### config.mk
export PLATFORM = sky130hd
export DESIGN_NAME = pkt_hdr_parser
export DESIGN_NICKNAME = d
export VERILOG_FILES = /design/src/rtl/pkt_hdr_parser.sv
export SDC_FILE = /design/constraint.sdc
export NUM_CORES = 1
export LEC_CHECK = 0
export ABC_AREA = 1
export BUFFER_PORTS_ARGS = -buffer_cell sky130_fd_sc_hd__buf_2
export CORE_MARGIN = 4
export CORE_UTILIZATION = 51
export CTS_BUF_LIST = sky130_fd_sc_hd__clkbuf_4
export DETAILED_ROUTE_END_ITERATION = 6
export PLACE_DENSITY = 0.87
export SYNTH_ARGS = -nofsm -noshare
export SYNTH_HDL_FRONTEND = slang
export SYNTH_SLANG_ARGS = --single-unit
### constraint.sdc
create_clock -name clk -period 1.4 [get_ports clk]
set_clock_uncertainty 0.15 [all_clocks]
set_input_delay 0.14 -clock clk [delete_from_list [all_inputs] [get_ports clk]]
set_output_delay 0.14 -clock clk [all_outputs]
set_load 0.02 [all_outputs]
### src/rtl/pkt_hdr_parser.sv
module pkt_hdr_parser #(
  parameter logic [7:0] SOP_BYTE  = 8'hF0,
  parameter logic [7:0] BCAST_ID  = 8'hFF,
  parameter logic [7:0] NULL_ID   = 8'hFE
) (
  input  logic       clk,
  input  logic       rst,
  input  logic [7:0] my_slot,
  input  logic       rx_start,
  input  logic       rx_stop,
  input  logic       rx_vld,
  input  logic [7:0] rx_data,
  output logic       hdr_vld,
  output logic       hdr_drop,
  output logic       hdr_bcast,
  output logic [7:0] hdr_slot,
  output logic [3:0] hdr_sub,
  output logic [3:0] hdr_cmd,
  output logic [7:0] hdr_len,
  output logic       pay_vld,
  output logic [7:0] pay_data,
  output logic       pay_last
);

  typedef enum logic [2:0] {S_HUNT, S_SLOT, S_SUBCMD, S_LEN, S_PAY, S_SKIP} st_t;

  st_t        st, cur;
  logic [7:0] slot_q, sc_q, rem;
  logic       take;

  assign cur  = (rx_start || rx_stop) ? S_HUNT : st;
  assign take = (slot_q != NULL_ID) && (slot_q == my_slot || slot_q == BCAST_ID);

  always_ff @(posedge clk) begin
    if (rst) begin
      st        <= S_HUNT;
      slot_q    <= '0;
      sc_q      <= '0;
      rem       <= '0;
      hdr_vld   <= 1'b0;
      hdr_drop  <= 1'b0;
      hdr_bcast <= 1'b0;
      hdr_slot  <= '0;
      hdr_sub   <= '0;
      hdr_cmd   <= '0;
      hdr_len   <= '0;
      pay_vld   <= 1'b0;
      pay_data  <= '0;
      pay_last  <= 1'b0;
    end else begin
      hdr_vld  <= 1'b0;
      hdr_drop <= 1'b0;
      pay_vld  <= 1'b0;
      pay_last <= 1'b0;
      st       <= cur;
      if (rx_vld) begin
        case (cur)
          S_HUNT:   st <= (rx_data == SOP_BYTE) ? S_SLOT : S_HUNT;
          S_SLOT: begin
            slot_q <= rx_data;
            st     <= S_SUBCMD;
          end
          S_SUBCMD: begin
            sc_q <= rx_data;
            st   <= S_LEN;
          end
          S_LEN: begin
            rem       <= rx_data;
            hdr_slot  <= slot_q;
            hdr_sub   <= sc_q[7:4];
            hdr_cmd   <= sc_q[3:0];
            hdr_len   <= rx_data;
            hdr_bcast <= (slot_q == BCAST_ID);
            hdr_vld   <= take;
            hdr_drop  <= !take;
            if (rx_data == 8'd0) st <= S_HUNT;
            else                 st <= take ? S_PAY : S_SKIP;
          end
          S_PAY: begin
            pay_vld  <= 1'b1;
            pay_data <= rx_data;
            pay_last <= (rem == 8'd1);
            rem      <= rem - 8'd1;
            st       <= (rem == 8'd1) ? S_HUNT : S_PAY;
          end
          S_SKIP: begin
            rem <= rem - 8'd1;
            st  <= (rem == 8'd1) ? S_HUNT : S_SKIP;
          end
          default: st <= S_HUNT;
        endcase
      end
    end
  end

endmodule

==> flow_summary.yaml <==
outcome:
  status: "finished, violations left"
  violations: "DRC, setup timing"
flow_run:
  maxCapViolations: 0
grt:
  track_usage_pct: 28.5
  grt_pass1_wl_um: 14500
  grt_pass1_vias: 3066
  antenna_found_initial: 0
  grt_max_degree: 36
  overflow: 0
yosys:
  syn_inst: 363
  yosys.area_share.simple_pct: 23.8
  yosys.area.top_type: "dfxtp_1"
  synth.mux.area_fraction_pct: 0
  synth_top_family_by_area: "simple AND/OR/NAND/NOR gates"
  netlist.area_leader.share_pct: 45.6
  ys_seq_elements: 64
  ys_top_cells_by_area: "dfxtp_1 (46%), a21oi_1 (10%), nand2_1 (9.6%)"
  synth_compound_area_share_pct: 19.2
  synth.distinct_cells: 35
  avgSynthCellArea_um2: 7.75
  synth_xor_area_share_pct: 2.18
  synth_seq_area_share_pct: 45.6
  yosys_warnings: 0
  synth_area_mm2: 0.00281
  synth_nets: 386
  synth_adder_area_share_pct: 0.890
pwr:
  seqPwrFrac_pct: 54.7
  p_int_w: 0.00244
  p_per_area_mw_per_mm2: 798
  clkPwrFrac_pct: 37.9
  p_leak_nw: 1.78
  p_switching_w: 0.000885
  combPwrFrac_pct: 7.4
  swShare_pct: 26.7
  ir_drop_mv: 0.901
clock_tree:
  clkSinkCount: 64
  path_clk_slew_ps: 110
  h-tree-depth: 3
  root_buffer: "clkbuf_4"
  tritoncts: "yes"
  clk_path_buf_depth: 2
  cts_buffers: 9
  worst_skew_pair.late_latency_ps: 430
die:
  die_h_um: 82.2
  coreArea_mm2: 0.00524
  die_area_mm2: 0.00676
  initial_core_util_pct: 53.7
  rows: 26
  die_width_um: 82.2
  io_pins: 58
worst_setup_path:
  worst-path-buf-inv: 2
  required_ps: 1550
  end_kind: "flop"
  path_cells: "inv_2 > buf_4 > nand2_1 > nand2_1 > nand2_1 > nor2_1 > nand2_1 > nand2_1 > nand2_2 > nand2_2 > nand2_1 > nand2_1 > a21oi_1"
  reg2reg_slack_ps: -260
  slowest_delay_ps: 350
  worst_path_max_delay_cell: "dfxtp_2"
  cp_max_fo: 3
  worstSetupStartpointType: "flop"
  critPathArrivalTime_ps: 1810
  crit_family: "simple AND/OR/NAND/NOR gates"
  cpMostUsedCell: "nand2_1"
  crit_type: "reg -> reg"
final_layout:
  area_growth_syn_to_layout_pct: 48.0
  finalNonFillerCells: 554
  final_util_pct: 79.4
  multi_input_area_mm2: 0.00155
  fillers: 305
  drive_gt1_share_pct: 44.4
  regArea_mm2: 0.00130
  n_antenna_cell: 0
  nNetsFinal: 502
worst_hold_path:
  hp-class: "in -> reg"
timing:
  finalCritPeriodShare_pct: 119
  finalHoldWorstSlack_ps: 6.54
  layout_setup_ws_ps: -261
  fmax_ghz: 0.602
  finalWorstPathRequiredPeriod_ps: 1660
  rsz0062_at_grt: "true"
  tns_ps: -8150
  final-hold-violation-count: 0
  slew_viol_final: 0
  slew_headroom_pct: 71.1
  tightest_slew_ps: 433
  setup_viol: 63
route:
  drt_wl_total_um: 11400
  vias: 3497
  drtAntennaViolNets: 0
  vias_per_cell: 6.31
  routedWlPerCell_um: 20.6
  drt_iter0_drc: 427
  drc: 1
  first_pass_iters: 7
placed_design:
  dp.cells: 515
  io_buffers: 57
  routabilityCongestion: 0.825
  dp_hpwl_um: 5460
  preCtsSetupSlack_ps: -169
-- cells in the final DEF (no fill, tap or decap), types with 9 or more instances in the layout --
| cell type | count |
|---|---|
| o21ai_0 | 11 |
| buf_2 | 57 |
| nand2_1 | 65 |
| a21oi_1 | 44 |
| inv_1 | 19 |
| nand3_1 | 25 |
| a21oi_2 | 13 |
| clkbuf_4 | 9 |
| buf_4 | 40 |
| dfxtp_2 | 10 |
| nor2_1 | 13 |
| buf_6 | 9 |
| dlygate4sd3_1 | 10 |
| o21ai_2 | 12 |
| dfxtp_1 | 53 |
| inv_2 | 10 |
-- cell usage after synthesis --
cell type / instances
nor3b_1: 1
a21oi_4: 1
o211ai_1: 2
nand3_2: 3
nor3_4: 1
nor2_4: 3
xor2_1: 1
buf_2: 4
o21a_1: 1
nand3_1: 27
buf_4: 4
nor2_8: 1
buf_1: 1
buf_6: 3
o21ai_2: 1
nor3_1: 5
xnor2_1: 6
inv_2: 8
a211oi_1: 1
o21ai_0: 33
clkbuf_1: 7
ha_1: 2
dfxtp_1: 64
o31ai_1: 1
inv_1: 24
nor2_1: 16
nand4_1: 4
nand2_1: 72
nor2_2: 1
a21oi_1: 56
o21ai_1: 1
a21oi_2: 1
or2_1: 1
a31oi_1: 3
nand2_4: 3
-- final timing paths --
kind | from | endpoint | depth (start not counted)
setup / recovery | slot_q[5] | st[0] | 13
setup reg to reg | slot_q[5] | st[0] | 13
hold reg to reg | hdr_len[6] | hdr_len[6] | 2
hold / removal | rx_stop | st[0] | 6
-- cell families (layout without fill, tap and decap cells) --
group | after synthesis | count (layout)
XOR/XNOR | 7 | 7
adder cells (fa/ha/maj) | 2 | 2
flip-flops | 64 | 64
buffers and inverters | 51 | 172
AO/OA/AOI/OAI | 101 | 101
AND/OR/NAND/NOR | 138 | 138
-- final cells by class --
type | count | share of cell area, %
clock buffer | 9 | 1.62
inverter | 32 | 3.25
clock inverter | 7 | 1.50
tap | 70 | 2.11
multi-input combinational | 248 | 37.2
sequential | 64 | 31.2
timing repair buffer | 124 | 23.1
-- flip-flops by register name, indices dropped and copies added (netlist names) --
| signal | cells |
|---|---|
| pay_vld | 1 |
| st | 3 |
| hdr_sub | 4 |
| hdr_bcast | 1 |
| hdr_slot | 8 |
| hdr_vld | 1 |
| sc_q | 8 |
| slot_q | 8 |
| hdr_cmd | 4 |
| hdr_len | 8 |
| pay_data | 8 |
| pay_last | 1 |
| rem | 8 |
| hdr_drop | 1 |
-- what timing repair did --
item	4_1_cts	5_1_grt
buffers inserted	3	7
gates resized for setup	33	76
hold buffers	10	0
pin swaps	14	32
gates cloned	1	4
setup endpoints to repair	62	63
hold endpoints to repair	21	0
-- per-stage QoR --
step                      power [W]  area (µm²)
after global placement      0.00204        3460
after global routing        0.00340        4160
after detailed placement    0.00204        3460
after CTS                   0.00322        3840
final                       0.00332        4160
after floorplan             0.00195        2820
-- worst min-delay path, cell delays in order --
cell,delay (ps)
buf_2,80
inv_2,40
nand2_4,70
nor2_4,60
nand2_1,80
a21oi_1,60
-- power groups by stage --
stage | Clock, W | Combinational [W] | Sequential [W]
global placement | 0 | 0.000176 | 0.00186
floorplan | 0 | 0.0000850 | 0.00186
detailed placement | 0 | 0.000181 | 0.00186
global route | 0.00133 | 0.000250 | 0.00182
finish | 0.00126 | 0.000245 | 0.00182
CTS | 0.00120 | 0.000207 | 0.00182
-- per-layer routing --
metal  wire length (µm)  GRT usage [%]  vias up
met5                  0              0        -
li1                   -              -     1443
met4                857           16.6        0
met3               1400           7.05      103
met2               5300           47.0      363
met1               3850           33.5     1588
(Power assumes the default switching activity.)
